`src/rtl/hlr_pkg.sv`:
```
package hlr_pkg;

  typedef enum logic [1:0] {
    KIND_OTHER = 2'b00,
    KIND_MISS  = 2'b01,
    KIND_PFHIT = 2'b10,
    KIND_RSVD  = 2'b11
  } rt_kind_e;

  function automatic int unsigned idx_w(input int unsigned n);
    return (n > 1) ? $clog2(n) : 1;
  endfunction

  function automatic logic kind_logged(input logic [1:0] kind, input logic wrong);
    return ((kind == KIND_MISS) || (kind == KIND_PFHIT)) && !wrong;
  endfunction

endpackage

```
`src/rtl/hlr_filter.sv`:
```
module hlr_filter
  import hlr_pkg::*;
(
  input  logic [1:0] kind,
  input  logic       wrongpath,
  output logic       keep
);
  always_comb keep = kind_logged(kind, wrongpath);
endmodule

```
`src/rtl/hlr_stage.sv`:
```
module hlr_stage
  import hlr_pkg::*;
#(
  parameter int ADDR_W = 32,
  parameter int SLOTS  = 12,
  localparam int SLOT_W = idx_w(SLOTS),
  localparam int CNT_W  = $clog2(SLOTS + 1),
  localparam int EW     = ADDR_W + 1,
  localparam int DW     = SLOTS * EW
) (
  input  logic              clk,
  input  logic              rst_n,
  input  logic              push,
  input  logic [ADDR_W-1:0] push_addr,
  input  logic              mark_en,
  input  logic [SLOT_W-1:0] mark_slot,
  input  logic              drain,
  output logic [SLOT_W-1:0] slot_idx,
  output logic              full,
  output logic [DW-1:0]     view
);
  logic [CNT_W-1:0] cnt_q;

  always_ff @(posedge clk or negedge rst_n) begin
    if (!rst_n)     cnt_q <= '0;
    else if (drain) cnt_q <= '0;
    else if (push)  cnt_q <= cnt_q + 1'b1;
  end

  assign full     = (cnt_q == CNT_W'(SLOTS));
  assign slot_idx = cnt_q[SLOT_W-1:0];

  for (genvar k = 0; k < SLOTS; k++) begin : g_slot
    logic [ADDR_W-1:0] addr_q;
    logic              mark_q;
    logic              sel_push;
    logic              sel_mark;

    assign sel_push = push && (cnt_q == CNT_W'(k));
    assign sel_mark = mark_en && (mark_slot == SLOT_W'(k)) && (CNT_W'(k) < cnt_q);

    always_ff @(posedge clk or negedge rst_n) begin
      if (!rst_n)        addr_q <= '0;
      else if (sel_push) addr_q <= push_addr;
    end

    always_ff @(posedge clk or negedge rst_n) begin
      if (!rst_n)        mark_q <= 1'b0;
      else if (drain)    mark_q <= 1'b0;
      else if (sel_push) mark_q <= 1'b0;
      else if (sel_mark) mark_q <= 1'b1;
    end

    // A mark landing on the transfer edge is folded into the outgoing line.
    assign view[k*EW +: EW] = {mark_q | sel_mark, addr_q};
  end
endmodule

```
`src/rtl/hlr_lineptr.sv`:
```
module hlr_lineptr
  import hlr_pkg::*;
#(
  parameter int LINES = 4,
  localparam int LINE_W = idx_w(LINES)
) (
  input  logic              clk,
  input  logic              rst_n,
  input  logic              advance,
  output logic [LINE_W-1:0] line
);
  logic [LINE_W-1:0] line_q;

  always_ff @(posedge clk or negedge rst_n) begin
    if (!rst_n) line_q <= '0;
    else if (advance) begin
      if (line_q == LINE_W'(LINES - 1)) line_q <= '0;
      else                              line_q <= line_q + 1'b1;
    end
  end

  assign line = line_q;
endmodule

```
`src/rtl/hlr_linewr.sv`:
```
module hlr_linewr #(
  parameter int LINE_W = 2,
  parameter int DW     = 396
) (
  input  logic              clk,
  input  logic              rst_n,
  input  logic              load,
  input  logic [LINE_W-1:0] load_line,
  input  logic [DW-1:0]     load_data,
  input  logic              wr_ready,
  output logic              wr_valid,
  output logic [LINE_W-1:0] wr_line,
  output logic [DW-1:0]     wr_data,
  output logic              free
);
  logic              vld_q;
  logic [LINE_W-1:0] line_q;
  logic [DW-1:0]     data_q;

  always_ff @(posedge clk or negedge rst_n) begin
    if (!rst_n) begin
      vld_q  <= 1'b0;
      line_q <= '0;
      data_q <= '0;
    end else if (load) begin
      vld_q  <= 1'b1;
      line_q <= load_line;
      data_q <= load_data;
    end else if (wr_ready) begin
      vld_q  <= 1'b0;
    end
  end

  assign free     = !vld_q || wr_ready;
  assign wr_valid = vld_q;
  assign wr_line  = line_q;
  assign wr_data  = data_q;
endmodule

```
`src/rtl/hist_log_rec.sv`:
```
module hist_log_rec
  import hlr_pkg::*;
#(
  parameter int ADDR_W = 32,
  parameter int SLOTS  = 12,
  parameter int LINES  = 4,
  localparam int SLOT_W = idx_w(SLOTS),
  localparam int LINE_W = idx_w(LINES),
  localparam int PTR_W  = LINE_W + SLOT_W,
  localparam int EW     = ADDR_W + 1,
  localparam int DW     = SLOTS * EW
) (
  input  logic              clk,
  input  logic              rst_n,
  input  logic              rt_valid,
  output logic              rt_ready,
  input  logic [1:0]        rt_kind,
  input  logic              rt_wrongpath,
  input  logic [ADDR_W-1:0] rt_addr,
  input  logic              mk_valid,
  input  logic [LINE_W-1:0] mk_line,
  input  logic [SLOT_W-1:0] mk_slot,
  output logic              wr_valid,
  input  logic              wr_ready,
  output logic [LINE_W-1:0] wr_line,
  output logic [DW-1:0]     wr_data,
  output logic              ix_valid,
  output logic [ADDR_W-1:0] ix_addr,
  output logic [PTR_W-1:0]  ix_ptr
);
  logic              keep;
  logic              push;
  logic              full;
  logic              out_free;
  logic              drain;
  logic              mark_en;
  logic [SLOT_W-1:0] slot_idx;
  logic [LINE_W-1:0] line_idx;
  logic [DW-1:0]     stage_view;

  hlr_filter i_filter (
    .kind      (rt_kind),
    .wrongpath (rt_wrongpath),
    .keep      (keep)
  );

  assign rt_ready = !full;
  assign push     = rt_valid && rt_ready && keep;
  assign drain    = full && out_free;
  assign mark_en  = mk_valid && (mk_line == line_idx);

  hlr_stage #(.ADDR_W(ADDR_W), .SLOTS(SLOTS)) i_stage (
    .clk       (clk),
    .rst_n     (rst_n),
    .push      (push),
    .push_addr (rt_addr),
    .mark_en   (mark_en),
    .mark_slot (mk_slot),
    .drain     (drain),
    .slot_idx  (slot_idx),
    .full      (full),
    .view      (stage_view)
  );

  hlr_lineptr #(.LINES(LINES)) i_lineptr (
    .clk     (clk),
    .rst_n   (rst_n),
    .advance (drain),
    .line    (line_idx)
  );

  hlr_linewr #(.LINE_W(LINE_W), .DW(DW)) i_linewr (
    .clk       (clk),
    .rst_n     (rst_n),
    .load      (drain),
    .load_line (line_idx),
    .load_data (stage_view),
    .wr_ready  (wr_ready),
    .wr_valid  (wr_valid),
    .wr_line   (wr_line),
    .wr_data   (wr_data),
    .free      (out_free)
  );

  always_ff @(posedge clk or negedge rst_n) begin
    if (!rst_n) begin
      ix_valid <= 1'b0;
      ix_addr  <= '0;
      ix_ptr   <= '0;
    end else begin
      ix_valid <= push;
      if (push) begin
        ix_addr <= rt_addr;
        ix_ptr  <= {line_idx, slot_idx};
      end
    end
  end
endmodule

```
`config.mk`:
```
export PLATFORM = sky130hd
export DESIGN_NAME = hist_log_rec
export DESIGN_NICKNAME = d
export VERILOG_FILES = /design/src/rtl/hlr_pkg.sv /design/src/rtl/hlr_filter.sv /design/src/rtl/hlr_stage.sv /design/src/rtl/hlr_lineptr.sv /design/src/rtl/hlr_linewr.sv /design/src/rtl/hist_log_rec.sv
export SDC_FILE = /design/constraint.sdc
export NUM_CORES = 1
export LEC_CHECK = 0
export BUFFER_PORTS_ARGS = -buffer_cell sky130_fd_sc_hd__buf_4
export CORE_MARGIN = 1.5
export CORE_UTILIZATION = 56
export DETAILED_ROUTE_END_ITERATION = 10
export MAX_ROUTING_LAYER = met4
export PLACE_DENSITY = 0.79
export SLEW_MARGIN = 5
export SYNTH_ARGS = -nofsm -noshare
export SYNTH_HDL_FRONTEND = slang
export SYNTH_SLANG_ARGS = --single-unit
```
`constraint.sdc`:
```
create_clock -name clk -period 4.4 [get_ports clk]
set_clock_uncertainty 0.15 [all_clocks]
set_input_delay 0.22 -clock clk [delete_from_list [all_inputs] [get_ports clk]]
set_output_delay 0.22 -clock clk [all_outputs]
set_load 0.01 [all_outputs]
```
# ---- Word level (Yosys, flattened, before mapping)
# Cells that the tools add are included.
dict set report classes {
  n_eq_ne 27
  muxes 41
  bitwise_logic 12
  addsub 2
  n_lt_le_gt_ge 12
  reduce_logical 62
}
# cell n
set op_table {}
lappend op_table {{1-bit logical AND} 41}
lappend op_table {{1-bit 2-to-1 mux} 38}
lappend op_table {{4-bit == test, second input constant} 9}
lappend op_table {{3-bit nonzero test} 12}
lappend op_table {{4-bit by 3-bit == test with 1-bit output, second input constant} 8}
lappend op_table {{4-bit by 2-bit == test with 1-bit output, second input constant} 4}
lappend op_table {{3-bit by 4-bit < comparator with 1-bit output, first input constant} 4}
lappend op_table {{4-bit < comparator, first input constant} 4}
lappend op_table {{1-bit OR} 12}
lappend op_table {{4-bit by 1-bit == test with 1-bit output, second input constant} 2}
lappend op_table {{4-bit zero test} 2}
lappend op_table {{1-bit by 4-bit < comparator with 1-bit output, first input constant} 2}
lappend op_table {{2-bit by 4-bit < comparator with 1-bit output, first input constant} 2}
lappend op_table {{4-bit 2-to-1 mux} 2}
lappend op_table {{4-bit by 1-bit adder with 4-bit output, second input constant} 1}
lappend op_table {{2-bit == test, second input constant} 2}
lappend op_table {{2-bit nonzero test} 2}
lappend op_table {{1-bit zero test} 3}
lappend op_table {{2-bit by 1-bit adder with 2-bit output, second input constant} 1}
lappend op_table {{2-bit by 1-bit == test with 1-bit output, second input constant} 1}
lappend op_table {{2-bit == test} 1}
lappend op_table {{1-bit logical OR} 2}
lappend op_table {{2-bit 2-to-1 mux} 1}
dict set report word_totals {
  ff_bits 840
  out_inout_bits 439
  word_cells 188
  input_bits 46
}

# ---- Depth between registers and ports, before layout
dict set report logic_depth {
  ltp_word 7
  depth_mapped 10
  ltp_nobuf 6
}

# ---- Modules after synthesis
# Synthesis repeated with hierarchy kept, for this count alone.
dict set report unflattened {
  hier_cells 1884
  hier_area_um2 31915.6
}
# mod seq_area_each_um2 cells_per_inst n_inst area_per_inst_um2
set modules_own_cells {}
lappend modules_own_cells {hlr_stage 10009.6 945 1 15444.8}
lappend modules_own_cells {hlr_linewr 9984.6 843 1 14836.7}
lappend modules_own_cells {hist_log_rec 975.9 88 1 1527.7}
lappend modules_own_cells {hlr_lineptr 50.0 6 1 93.8}
lappend modules_own_cells {hlr_filter 0.0 2 1 12.5}

# ---- Least setup slack after synthesis
# OpenSTA, ideal clock, no wires.
dict set report synth_timing {
  kind {reg-to-reg}
  startpoint {register i_stage.cnt_q[1], in the netlist i_stage.slot_idx[1]}
  endpoint {register i_stage.g_slot[7].addr_q[10]}
  t_required_ns 4.125
  setup_ns 0.125
  period_less_slack_ns 2.535
  stages_incl_launch_ff 10
  n_path_buf 3
  slack_ns 1.865
  arrival_ns 2.260
  cell_sequence {dfrtp_1 -> inv_1 -> ha_1 -> buf_4 -> nand3_4 -> or3b_1 -> buf_6 -> nor3_4 -> buf_6 -> mux2_2}
}
dict set report synth_between {
  elab_chain_cells 5
  elab_cells_between_ends 6
  cone_classes {2 x eq/ne; 4 x reduce/logical}
}
# element line
set synth_rtl {}
lappend synth_rtl {{start: declaration} hlr_stage.sv:22} ;# logic [CNT_W-1:0] cnt_q;
lappend synth_rtl {{start signal: assignment} hlr_stage.sv:27} ;# else if (push) cnt_q <= cnt_q + 1'b1;
lappend synth_rtl {{4-bit == test} hlr_stage.sv:30} ;# assign full = (cnt_q == CNT_W'(SLOTS));
lappend synth_rtl {{1-bit zero test} hist_log_rec.sv:47} ;# assign rt_ready = !full;
lappend synth_rtl {{named net rt_ready} hist_log_rec.sv:16} ;# output logic rt_ready,
lappend synth_rtl {{1-bit logical AND (2 in a row)} hist_log_rec.sv:48} ;# assign push = rt_valid && rt_ready && keep;
lappend synth_rtl {{1-bit logical AND} hlr_stage.sv:39} ;# assign sel_push = push && (cnt_q == CNT_W'(k));
lappend synth_rtl {{end signal: assignment} hlr_stage.sv:44} ;# else if (sel_push) addr_q <= push_addr;
lappend synth_rtl {{end: declaration} hlr_stage.sv:34} ;# logic [ADDR_W-1:0] addr_q;
# The timed path passes the listed nets, and every way through them passes these cells.
# A chain may end at the register's enable or synchronous reset.

# ---- Worst setup path after layout
dict set report layout_timing {
  startpoint {register i_stage.cnt_q[1], in the netlist i_stage.slot_idx[1]}
  endpoint {register ix_addr[0]}
}
dict set report layout_between {
  elab_chain_cells 4
}
# element line
set layout_rtl {}
lappend layout_rtl {{4-bit == test} hlr_stage.sv:30}
lappend layout_rtl {{1-bit zero test} hist_log_rec.sv:47}
lappend layout_rtl {{1-bit logical AND (2 in a row)} hist_log_rec.sv:48}
lappend layout_rtl {{end signal: assignment} hist_log_rec.sv:93} ;# ix_addr <= rt_addr;
lappend layout_rtl {{end: declaration} hist_log_rec.sv:28} ;# output logic [ADDR_W-1:0] ix_addr,
# No other way between the ends.

==> out/metrics.cfg <==
[yosys]
syn_nets = 2768
yosysUniqueCellTypes = 34
async_flop_share_pct = 100
yosys.area.top_type = dfrtp_1
ys_seq_area_share_pct = 66.6
synth_area_leaders = dfrtp_1, mux2_2, nand2_1, clkbuf_1, buf_2
synth.top_cell.area_share_pct = 66.6
synth_seq_cells = 840
synth_warnings = 0
avgSynthCellArea_um2 = 11.6
netlist_area_um2 = 31600
synth_most_common_cell = nand2_1
yosys-top-cells-count = nand2_1, dfrtp_1, mux2_2, clkbuf_1, buf_2
synth_edf_count = 0
netlist_instances = 2718
ys_dominant_reg_cell = dfrtp_1

[grt]
grt_pass1_wl_um = 133000
antenna_found_initial = 6
grt_max_degree = 117
grt_usage_pct = 31.8
grt-ovfl-total = 0
first_global_vias = 22497

[layout]
layout.nets = 3232
drive_gt1_share_pct = 33.3
multi_input_area_um2 = 9840
fillCellCount = 3734
seqCellArea_um2 = 21000
area_growth_pct = 23.7
stdcell_count = 3995

[sta]
setup_violations = 0
tightestPinTransition_ns = 1.14
hold_violations = 0
fin_setup_tns_ns = 0
rsz0062_at_grt = false
period_needed_ns = 3.06
fin_crit_sh_pct = 69.5
max_freq_mhz = 327
slew_violations = 0
fin_ws_ns = 1.34
slew_headroom_pct = 23.8

[die]
die_area_um2 = 57800
dieWidth_um = 240
start_util_pct = 57.0
die_h_um = 240
core_area_um2 = 55400
pin_count = 485
fp-row-count = 86

[placement]
dpl_worst_slack_ns = 1.09
place_hpwl_um = 55600
dp.cells = 3807
port_buffers = 484
gp_congestion = 0.871

[clock_network]
cts_htree_levels = 3
cts_sinks = 840
cts_made_buffers = 82
clk_pin_slew_ns = 0.06
cts.path.max_buffers = 3
cts_tree = yes
cts_root_buf = clkbuf_16
cts_hold_buf = 39
cts.repair.resized = 0
cts_setup_buffers = 0
insertion_delay_ns = 0.62

[setup_path]
critPathLaunch = i_stage.slot_idx[1]$_DFFE_PN0P_
reg2reg_depth = 6
path_max_fanout = 44
critPathCapture = ix_addr[0]$_DFFE_PN0P_
setup.worst_path.start_class = flip-flop
reg2reg_to = ix_addr[0]$_DFFE_PN0P_
critPathKind = reg2reg
reg2reg_slack_ns = 1.34
worst_setup_path_end_kind = flip-flop
crit_required_ns = 4.73
crit_arrival_ns = 3.39
regToRegStartpoint = i_stage.slot_idx[1]$_DFFE_PN0P_

[power_and_ir_drop]
irDropWorstVdd_uv = 403
clkPwrFrac_pct = 31.2
p_sw_w = 0.00657
internal_power_w = 0.0165
powerDensity_nw_per_um2 = 590
switching_share_pct = 28.5
seq_power_share_pct = 48.2
total_power_w = 0.0230
p_leak_nw = 21.3
combPwrFrac_pct = 20.6

[drt]
firstDrtPassIters = 5
drc = 0
first_iter_violations = 1950
wl_per_cell_um = 22.2
vias_per_cell = 5.56
ant_nets = 0
drt_wl_total_um = 88700
vias = 22201

[run_status]
status = finished, final reports clean

[worst_hold_path]
worstHoldPathType = in2reg

[run]
maxCapViolations = 0

registers in the layout (all words and copies together), names as in the netlist:
register and flops:
i_linewr.wr_data 396, ix_ptr 6, i_linewr.wr_valid 1, i_stage.g_slot.addr_q 384
i_stage.slot_idx 4, ix_valid 1, i_stage.g_slot.mark_q 12, ix_addr 32
i_lineptr.line 2, i_linewr.wr_line 2
through the flow:
stage	util, %	cell area [µm²]	hold slack, ns
2_1_floorplan	-	31600	-0.226
3_3_place_gp	64.7	35900	0.261
3_5_place_dp	64.7	35900	0.282
4_1_cts	70.4	39000	0.000113
5_1_grt	70.4	39000	0.0231
6_report	70.4	39000	0.0388
power groups by stage:
stage / Sequential (W) / Combinational (W) / Clock (W)
2_1_floorplan: 0.0111 / 0.00219 / 0
3_3_place_gp: 0.0111 / 0.00450 / 0
3_5_place_dp: 0.0111 / 0.00471 / 0
4_1_cts: 0.0111 / 0.00478 / 0.00728
5_1_grt: 0.0113 / 0.00513 / 0.00760
6_report: 0.0111 / 0.00475 / 0.00720
worst min path at each step:
stage	from	endpoint	slack, ns	cells after the start
after floorplan	rst_n	i_lineptr.line[0]$_DFFE_PN0P_	-0.23	0
after global placement	rst_n	ix_addr[8]$_DFFE_PN0P_	0.26	1
after detailed placement	rst_n	i_stage.g_slot[8].addr_q[7]$_DFFE_PN0P_	0.28	1
after CTS	mk_slot[2]	i_stage.g_slot[9].mark_q$_DFFE_PN0P_	0.0001	5
after global routing	rt_addr[19]	ix_addr[19]$_DFFE_PN0P_	0.02	2
final	mk_slot[2]	i_stage.g_slot[9].mark_q$_DFFE_PN0P_	0.04	5
routing by layer:
layer	wire (µm)	GRT usage (%)	vias to the layer above
li1	-	-	9615
met1	35400	41.7	11399
met2	42600	49.2	1005
met3	7600	6.44	182
met4	3150	12.2	0
met5	0	-	-
critical path, cell delays in order, from the launching register on:
cell	delay, ns
dfrtp_1	0.47
inv_1	0.16
ha_1	0.41
nand3_4	0.24
or3b_4	0.35
buf_4	0.68
mux2_2	0.42
logic make-up after synthesis:
family          count (synthesis)  synth area share, %
buf+inv                       178                 2.37
flops                         840                 66.6
fa+ha+maj                       4                0.159
simple gates                 1236                 15.1
xor+xnor                        4                0.111
mux                           421                 15.0
compound gates                 35                0.662
layout by cell type (no fill, tap or decap), types with 4 or more instances in the layout:
master	instances
a21oi_1	18
a31oi_1	6
and3_2	5
buf_12	13
buf_4	501
bufinv_16	7
clkbuf_1	16
clkbuf_16	83
clkbuf_8	24
clkinv_2	12
dfrtp_1	840
dlygate4sd3_1	39
ha_1	4
inv_1	4
mux2_1	4
mux2_2	417
nand2_1	1172
nand2b_1	5
nand3_2	6
nor2_1	22
nor3_1	9
nor3b_1	4
final cells by class:
cell class,instances,share of cell area (%)
clock buffers,123,6.32
clock inverters,24,0.798
flip-flops and latches,840,53.9
multi-input cells,1700,25.2
inverters,4,0.0385
well taps,748,2.40
diodes,2,0.0128
repair buffers,554,11.3
(Power assumes the default switching activity.)
